### config.mk
export PLATFORM = sky130hd
export DESIGN_NAME = prescaled_tick_timer
export DESIGN_NICKNAME = d
export VERILOG_FILES = /design/src/rtl/tick_timer_pkg.sv /design/src/rtl/tick_timer_ctrl.sv /design/src/rtl/tick_timer_dp.sv /design/src/rtl/prescaled_tick_timer.sv
export SDC_FILE = /design/constraint.sdc
export NUM_CORES = 1
export LEC_CHECK = 0
export BUFFER_PORTS_ARGS = -buffer_cell sky130_fd_sc_hd__buf_2
export CAP_MARGIN = 20
export CORE_ASPECT_RATIO = 1.25
export CORE_UTILIZATION = 53
export CTS_CLUSTER_SIZE = 12
export DETAILED_ROUTE_END_ITERATION = 16
export GPL_TIMING_DRIVEN = 0
export PLACE_DENSITY = 0.85
export SETUP_SLACK_MARGIN = 0.4
export SYNTH_ARGS = -nofsm -noshare
export SYNTH_HDL_FRONTEND = slang
export SYNTH_HIERARCHICAL = 1
export SYNTH_SLANG_ARGS = --single-unit
### constraint.sdc
create_clock -name clk -period 3.43 [get_ports clk]
set_input_delay 0.1715 -clock clk [delete_from_list [all_inputs] [get_ports clk]]
set_output_delay 0.1715 -clock clk [all_outputs]
set_load 0.05 [all_outputs]
### src/rtl/tick_timer_pkg.sv
package tick_timer_pkg;
  localparam int ADDR_W = 2;
  localparam logic [ADDR_W-1:0] ADDR_CTRL = 2'd0;
  localparam logic [ADDR_W-1:0] ADDR_RELOAD = 2'd1;
  localparam logic [ADDR_W-1:0] ADDR_PEND = 2'd2;
  localparam logic [ADDR_W-1:0] ADDR_LIVE = 2'd3;
  // control word field positions (software visible)
  localparam int EN_BIT = 0;
  localparam int SEL_LSB = 4;
  localparam int TICK_BIT = 8;

  typedef struct packed {
    logic load;      // start: copy reload into counter
    logic step;      // prescaled strobe while running
    logic wrReload;  // accepted reload write
    logic clrPend;   // write-one-to-clear of pending bit
  } tickStb_t;
endpackage

### src/rtl/tick_timer_ctrl.sv
module tick_timer_ctrl
  import tick_timer_pkg::*;
#(
  parameter int DATA_W = 16,
  parameter int SEL_W = 4,
  parameter int MIN_RELOAD = 2
) (
  input  logic              clk,
  input  logic              rstN,
  input  logic              refStrobe,
  input  logic              wrEn,
  input  logic [ADDR_W-1:0] wrAddr,
  input  logic [DATA_W-1:0] wrData,
  input  logic              reloadNonzero,
  output tickStb_t          stb,
  output logic              ctrlEn,
  output logic              ctrlTickEn,
  output logic [SEL_W-1:0]  ctrlSel,
  output logic              running
);
  localparam int PRE_W = (2 ** SEL_W) - 1;

  logic [SEL_W-1:0] activeSel;
  logic [PRE_W-1:0] preCnt;
  logic [PRE_W-1:0] preMask;
  logic isCtrlWr;
  logic newEn;
  logic newTick;
  logic [SEL_W-1:0] newSel;
  logic startReq;
  logic stopReq;
  logic preHit;

  assign isCtrlWr = wrEn && (wrAddr == ADDR_CTRL);
  assign newEn = wrData[EN_BIT];
  assign newTick = wrData[TICK_BIT];
  assign newSel = wrData[SEL_LSB +: SEL_W];

  assign startReq = isCtrlWr && newEn && newTick && !ctrlTickEn && reloadNonzero;
  assign stopReq = isCtrlWr && ((newEn && !newTick && ctrlTickEn) || (!newEn && ctrlEn));

  // low n bits of the divider all ones marks every 2^n-th strobe
  assign preMask = (PRE_W'(1) << activeSel) - PRE_W'(1);
  assign preHit = (preCnt & preMask) == preMask;

  always_comb begin
    stb.load = startReq;
    stb.step = running && !stopReq && refStrobe && preHit;
    stb.wrReload = wrEn && (wrAddr == ADDR_RELOAD) && (wrData > DATA_W'(MIN_RELOAD));
    stb.clrPend = wrEn && (wrAddr == ADDR_PEND) && wrData[0];
  end

  always_ff @(posedge clk) begin
    if (!rstN) begin
      ctrlEn <= 1'b0;
      ctrlTickEn <= 1'b0;
      ctrlSel <= '0;
      activeSel <= '0;
      running <= 1'b0;
      preCnt <= '0;
    end else begin
      if (isCtrlWr) begin
        ctrlEn <= newEn;
        ctrlTickEn <= newTick;
        ctrlSel <= newSel;
        if (newEn) activeSel <= newSel;
      end
      if (startReq) running <= 1'b1;
      else if (stopReq) running <= 1'b0;
      if (startReq) preCnt <= '0;
      else if (running && refStrobe) preCnt <= preCnt + PRE_W'(1);
    end
  end
endmodule

### src/rtl/tick_timer_dp.sv
module tick_timer_dp
  import tick_timer_pkg::*;
#(
  parameter int DATA_W = 16
) (
  input  logic              clk,
  input  logic              rstN,
  input  tickStb_t          stb,
  input  logic [DATA_W-1:0] wrData,
  output logic [DATA_W-1:0] reloadVal,
  output logic [DATA_W-1:0] liveCnt,
  output logic              pending
);
  logic expire;

  assign expire = stb.step && (liveCnt <= DATA_W'(1));

  always_ff @(posedge clk) begin
    if (!rstN) begin
      reloadVal <= '0;
      liveCnt <= '0;
      pending <= 1'b0;
    end else begin
      if (stb.wrReload) reloadVal <= wrData;
      if (stb.load) liveCnt <= reloadVal;
      else if (stb.step) liveCnt <= expire ? reloadVal : liveCnt - DATA_W'(1);
      if (expire) pending <= 1'b1;
      else if (stb.clrPend) pending <= 1'b0;
    end
  end
endmodule

### src/rtl/prescaled_tick_timer.sv
module prescaled_tick_timer
  import tick_timer_pkg::*;
#(
  parameter int DATA_W = 16,
  parameter int SEL_W = 4,
  parameter int MIN_RELOAD = 2
) (
  input  logic              clk,
  input  logic              rstN,
  input  logic              refStrobe,
  input  logic              wrEn,
  input  logic [ADDR_W-1:0] wrAddr,
  input  logic [DATA_W-1:0] wrData,
  input  logic [ADDR_W-1:0] rdAddr,
  output logic [DATA_W-1:0] rdData,
  output logic              tickIrq
);
  tickStb_t ctrlStb;
  logic ctrlEn;
  logic ctrlTickEn;
  logic [SEL_W-1:0] ctrlSel;
  logic running;
  logic [DATA_W-1:0] reloadVal;
  logic [DATA_W-1:0] liveCnt;
  logic pending;
  logic [DATA_W-1:0] ctrlWord;

  tick_timer_ctrl #(.DATA_W(DATA_W), .SEL_W(SEL_W), .MIN_RELOAD(MIN_RELOAD)) i_ctrl (
    .clk(clk), .rstN(rstN), .refStrobe(refStrobe), .wrEn(wrEn), .wrAddr(wrAddr),
    .wrData(wrData), .reloadNonzero(reloadVal != '0), .stb(ctrlStb), .ctrlEn(ctrlEn),
    .ctrlTickEn(ctrlTickEn), .ctrlSel(ctrlSel), .running(running)
  );

  tick_timer_dp #(.DATA_W(DATA_W)) i_dp (
    .clk(clk), .rstN(rstN), .stb(ctrlStb), .wrData(wrData),
    .reloadVal(reloadVal), .liveCnt(liveCnt), .pending(pending)
  );

  always_comb begin
    ctrlWord = '0;
    ctrlWord[EN_BIT] = ctrlEn;
    ctrlWord[TICK_BIT] = ctrlTickEn;
    ctrlWord[SEL_LSB +: SEL_W] = ctrlSel;
  end

  always_comb begin
    unique case (rdAddr)
      ADDR_CTRL:   rdData = ctrlWord;
      ADDR_RELOAD: rdData = reloadVal;
      ADDR_PEND:   rdData = {{(DATA_W-1){1'b0}}, pending};
      default:     rdData = liveCnt;
    endcase
  end

  assign tickIrq = pending;
endmodule

# == Yosys cells after proc, flatten, opt, wreduce, memory -nomap -nowiden ==
# Cells that the tools add are included.
# op_classes
multipliers,0
n_shift,1
n_bitwise,2
n_reduce_logical,31
div,0
muxes,8
add_sub_neg,3
n_lt_le_gt_ge,2
n_eq_ne,5
# op_table
operator,count
two-way mux 16 bit,3
one-hot mux 16 bit (3 select lines),1
logical AND 1 bit,18
"> comparator 16 x 2 -> 1 bit, second input constant",1
"less-or-equal comparator 16 x 1 -> 1 bit, second input constant",1
nonzero test 16 bit,1
"subtractor 16 x 1 -> 16 bit, second input constant",1
"adder 15 x 1 -> 15 bit, second input constant",1
bitwise AND 15 bit,1
equality test 15 bit,1
"<< shifter 1 x 4 -> 15 bit, first input constant",1
"subtractor 15 x 2 -> 15 bit, second input constant",1
nonzero test 2 bit,3
"equality test 2 x 1 -> 1 bit, second input constant",2
"equality test 2 bit, second input constant",2
logical NOT 1 bit,4
logical NOT 2 bit,2
two-way mux 1 bit,4
AND reduction 2 bit,1
OR reduction 2 bit,1
logical OR 1 bit,1
NOT 1 bit,1
# word_totals
latch_bits,0
ff_bits,59
mem_bits_rw,0
input_bits,24
wordCells,61
mem_count,0
out_inout_bits,17
rom_bits,0

# == Depth between registers and ports, before layout ==
# depth
ltp_word,13
mapped_depth,16
mapped_depth_nobuf,13

# == Modules after synthesis ==
# Netlist, hierarchy kept.
# by_module_without_submodules
module,area_per_inst_um2,n_inst,cells_per_inst,seq_area_each_um2
tick_timer_dp,1731.7,1,194,660.6
tick_timer_ctrl,1446.4,1,176,520.5
prescaled_tick_timer,404.1,1,45,0.0

# == Worst setup path before layout ==
# No wires, ideal clock.
# synth_path
kind,register -> register
from,register i_ctrl.activeSel[3]
to,register i_dp.liveCnt[4]
arrival_ps,3099
required_ps,3302
path_stages_with_launch,16
setup_ps,128
synth_period_minus_slack_ps,3227
path_slack_ps,203
n_path_buf,3
cell_sequence,dfxtp_1 > clkbuf_1 > nor3_1 > nand2_1 > ha_1 > clkbuf_1 > and3b_1 > nor4_1 > o311ai_0 > nor3_1 > o21ai_1 > nor4b_4 > a21oi_4 > buf_6 > a21oi_1 > o22ai_1
# synth_rtl
element,line_no,source
from (decl),tick_timer_ctrl.sv:23,logic [SEL_W-1:0] activeSel;
from (signal assigned),tick_timer_ctrl.sv:66,if (newEn) activeSel <= newSel;
to (signal assigned),tick_timer_dp.sv:25,if (stb.load) liveCnt <= reloadVal;
to (signal assigned),tick_timer_dp.sv:26,else if (stb.step) liveCnt <= expire ? reloadVal : liveCnt - DATA_W'(1);
to (decl),tick_timer_dp.sv:11,"output logic [DATA_W-1:0] liveCnt,"

==> reports/results.txt <==
The run finished with clean final reports. For the number of nets still failing antenna checks after routing, the log shows 0. The worst-case hold slack was 0.07729 ns; the width of the die was 75.53 µm. Of the available clock period, the critical path in the final layout requires 90.28%. The logs give 0 for the DRC violations left and 0 for the final setup violation count. The tools report the wire length of the first global-routing pass as 17.18 mm.

The synthesized netlist occupies a cell area of 3582 µm². The run gives 0.34 ns as the source-to-sink clock delay at the later pin of the worst-skew pair. Measured against its own limit, the worst slew margin works out to 53.08%. Counting flops with an async set or reset pin after synthesis yields a share of 0%. Cell occurring most often along the worst timing path: sky130_fd_sc_hd__buf_4. The number of clock buffers inserted by TritonCTS is 9, and the number of buffer cells added on primary ports is 40. The clock period minus final worst setup slack is 3.097 ns. On the worst path, the slowest cell contributes a delay of 0.41 ns. The maximum number of pins on one net before global-route repair was 12. Prevailing post-synth register cell: sky130_fd_sc_hd__dfxtp_1. The achievable frequency was 322.9 MHz; the net count of the mapped netlist was 443.

The tools report the synthesized instance count as 415. The mean routed wirelength per cell came out at 19.05 µm. The post-route netlist has 29.53% of its cells at a drive strength greater than 1. The core outline area came out at 6565 µm². The vertical die dimension is 93.92 µm. The slowest stage of the critical path is the sky130_fd_sc_hd__nor4b_4 cell. The finished cells cover 4481 µm². The top cell types in the final layout, fill and taps aside, are sky130_fd_sc_hd__dfxtp_1, sky130_fd_sc_hd__nor2_1, sky130_fd_sc_hd__mux2i_1, sky130_fd_sc_hd__buf_2, sky130_fd_sc_hd__nand2_1. Via count: 3608. For the initial antenna violation count, the log shows 0. The clock net in this run drives a total of 59 sinks. Wires add up to 11.01 mm. Share of synthesized cell area in full adder, half adder and majority cells: 1.397%.

The clock skew after layout was 0.01032 ns. The buffer levels on the longest clock path is 2, and the area growth from synthesis to layout is 25.08%. The flop and latch count out of synthesis was 59; the sequential fraction of the synthesis area was 32.97%. The combinational family with the most area after synthesis is simple AND/OR/NAND/NOR gates.

The synthesized-area fraction occupied by and/or/nand/nor cells is 28.75%, and the cell area after placement is 3910 µm². The XOR/XNOR share of the synthesized area was 2.689%; the number of maximum-capacitance violations was 0. The number of nets in the layout was 514.

TritonCTS built the clock tree. Number of enable flip-flop cells after synthesis: 0. The Yosys step of the flow raised 6 warnings. The floorplan row count is 33. The half-perimeter wire length after detailed placement is 7.591 mm. Clock slew at the register clock pins of the worst setup and hold paths: 0.07 ns. STA classifies the critical path endpoint as a register. The floorplan die area was 7093 µm²; the DRC violation total after the first TritonRoute iteration was 309. The signal on the critical path passes through clkbuf_4 > inv_1 > nand2_1 > ha_2 > buf_8 > buf_4 > o31ai_1 > a21boi_1 > o221ai_2 > nor3_4 > o21ai_2 > nor4b_4 > buf_4 > a21oi_4 > mux2i_1 > o22ai_1. The number of global-route vias before repair was 3528.

The global-route usage over all layers was 32.88%. The run gives 66 as the number of distinct library cells after synthesis. CTS built an H-tree with a depth of 3.

The run gives 0 as the final number of max-transition violations. For this design the top-level I/O count stands at 41. The overall overflow remaining after global route is 0.

Dividing the detail-routed via count by the number of cells gives 6.242. For the worst setup path, the data arrival time is 3.30 ns. Once the floorplan was initialized, standard cells occupied 54.56% of the core. 0 antenna diodes ended up in the layout.

The start-to-end type of the worst setup path was reg -> reg. The clock root buffer was sky130_fd_sc_hd__clkbuf_8. Summing the areas of all compound-gate instances in the mapped netlist gives 15.33% of the synthesized area.

At the end of routability-driven placement, the weighted congestion stood at 1.006. At the pin with the least slew margin, the transition time is 0.7008 ns. The final count of hold timing violations was 0; the total power density per cell area was 360.7 nW/µm². The first detailed-routing pass took 4 iterations. The launching element type of the critical path was a register. Leaving out fill and tap cells, the most frequent cell in the layout is sky130_fd_sc_hd__dfxtp_1.

Along the worst path, the maximum fanout reaches 10. The tools report the largest vdd supply drop as 0.0002490 V. The tools report the data required time at the worst endpoint as 3.63 ns.

Type of the most critical hold path: in -> reg. Dividing the synthesized area by the synthesized cell count gives 8.632 µm². Measured against the total synthesized area, the mux share comes to 13.76%.

The standby leakage power came out at 1.763 nW. Setup repair after global routing could not meet its margin everywhere.
[Yosys cell counts (3+ instances only)]
master | instances | area [µm²]
sky130_fd_sc_hd__a21oi_1 | 18 | 90.09
sky130_fd_sc_hd__a31oi_1 | 4 | 25.02
sky130_fd_sc_hd__buf_2 | 7 | 35.03
sky130_fd_sc_hd__buf_4 | 3 | 22.52
sky130_fd_sc_hd__buf_6 | 3 | 33.78
sky130_fd_sc_hd__clkbuf_1 | 11 | 41.29
sky130_fd_sc_hd__dfxtp_1 | 59 | 1181
sky130_fd_sc_hd__ha_1 | 4 | 50.05
sky130_fd_sc_hd__inv_1 | 7 | 26.28
sky130_fd_sc_hd__mux2i_1 | 47 | 470.5
sky130_fd_sc_hd__nand2_1 | 30 | 112.6
sky130_fd_sc_hd__nand3_1 | 8 | 40.04
sky130_fd_sc_hd__nand3_2 | 5 | 50.05
sky130_fd_sc_hd__nand4_1 | 10 | 62.56
sky130_fd_sc_hd__nor2_1 | 48 | 180.2
sky130_fd_sc_hd__nor2b_1 | 23 | 143.9
sky130_fd_sc_hd__nor3_1 | 10 | 50.05
sky130_fd_sc_hd__nor4_1 | 8 | 50.05
sky130_fd_sc_hd__nor4_2 | 3 | 37.54
sky130_fd_sc_hd__o21a_1 | 3 | 22.52
sky130_fd_sc_hd__o21ai_0 | 15 | 75.07
sky130_fd_sc_hd__o21ai_1 | 5 | 25.02
sky130_fd_sc_hd__o21ai_2 | 6 | 52.55
sky130_fd_sc_hd__o22ai_1 | 4 | 25.02
sky130_fd_sc_hd__o31ai_1 | 3 | 22.52
sky130_fd_sc_hd__or3_1 | 8 | 50.05
sky130_fd_sc_hd__xnor2_1 | 3 | 26.28
sky130_fd_sc_hd__xor2_1 | 8 | 70.07
[routing by layer]
layer  GRT usage [%]  share of wire (%)  up-vias
met3           7.725                5.7       43
met4           22.38                4.4        0
met1           34.74                 38     1732
li1                -                  -     1670
met5               0                  0        -
met2           56.18                 52      163
[worst max-delay path: cells and delay by family (launching register included)]
kind / cells / cell delay [ns]
AOI/OAI and AO/OA: 6 / 0.74
adders and majority gates: 1 / 0.17
buffers and inverters: 5 / 0.72
DFF: 1 / 0.34
muxes: 1 / 0.17
and+or+nand+nor: 3 / 0.79
[area by class of cell]
cell class | instances | area [µm²]
Fill cell | 537 | 2085
Clock buffer | 11 | 141.4
Buffer | 25 | 214.0
Clock inverter | 5 | 52.55
Tap cell | 87 | 108.9
Multi-Input combinational cell | 324 | 2394
Timing Repair Buffer | 59 | 354.1
Inverter | 8 | 30.03
Sequential cell | 59 | 1186
[path summary, 6_finish.rpt]
check	end	cells past startpoint	start	slack [ns]
setup reg to reg	i_dp/liveCnt[5]$_SDFFE_PN0P_	16	i_ctrl/activeSel[0]$_SDFFE_PN0P_	0.33
hold reg to reg	i_ctrl/preCnt[1]$_SDFFE_PP0P_	2	i_ctrl/preCnt[1]$_SDFFE_PP0P_	0.51
setup / recovery	i_dp/liveCnt[5]$_SDFFE_PN0P_	16	i_ctrl/activeSel[0]$_SDFFE_PN0P_	0.33
hold / removal	i_dp/reloadVal[1]$_SDFFE_PN0P_	3	wrData[1]	0.08
[registers in the layout, summed over array words and instances (netlist names)]
signal and cells:
i_dp/liveCnt 16, i_dp/reloadVal 16, i_ctrl/preCnt 15, i_ctrl/activeSel 4, i_ctrl/ctrlSel 4, i_ctrl/ctrlEn 1
i_ctrl/ctrlTickEn 1, i_ctrl/running 1, i_dp/pending 1
[metrics by stage]
stage | TNS (ns) | setup WS, ns | power [mW] | utilization, % | cells
CTS | 0 | 0.3345 | 1.601 | 65.87 | 572
floorplan | 0 | 0.4055 | 0.8878 | - | 415
global placement | -1.041 | -0.1500 | 0.9506 | 59.56 | 542
detailed placement | -1.640 | -0.1878 | 0.9555 | 59.56 | 542
global route | 0 | 0.1935 | 1.677 | 68.25 | 578
finish | 0 | 0.3335 | 1.616 | 68.25 | 578
[what timing repair did]
item                       in CTS  in global routing
setup buffers                  12                  6
pin swaps                      19                 16
resized for setup              29                 25
gates cloned                    2                  0
hold buffers                    0                  0
setup endpoints to repair      17                 17
hold endpoints to repair        0                  0
[cell families (layout without fill, tap and decap cells)]
group | Yosys count | count (layout)
AOI/OAI and AO/OA | 82 | 83
muxes | 48 | 48
xor gates and xnor gates | 11 | 11
DFF | 59 | 59
buffers and inverters | 33 | 108
and+or+nand+nor | 178 | 178
adders and majority gates | 4 | 4
[power by group]
part	total [mW]	internal [mW]	leakage, nW	switching [mW]
Combinational	0.256	0.105	1.19	0.151
Clock	0.636	0.352	0.0991	0.285
Sequential	0.724	0.700	0.479	0.0245
Total	1.62	1.16	1.76	0.460
No activity file was read; power rests on OpenSTA's default activity.
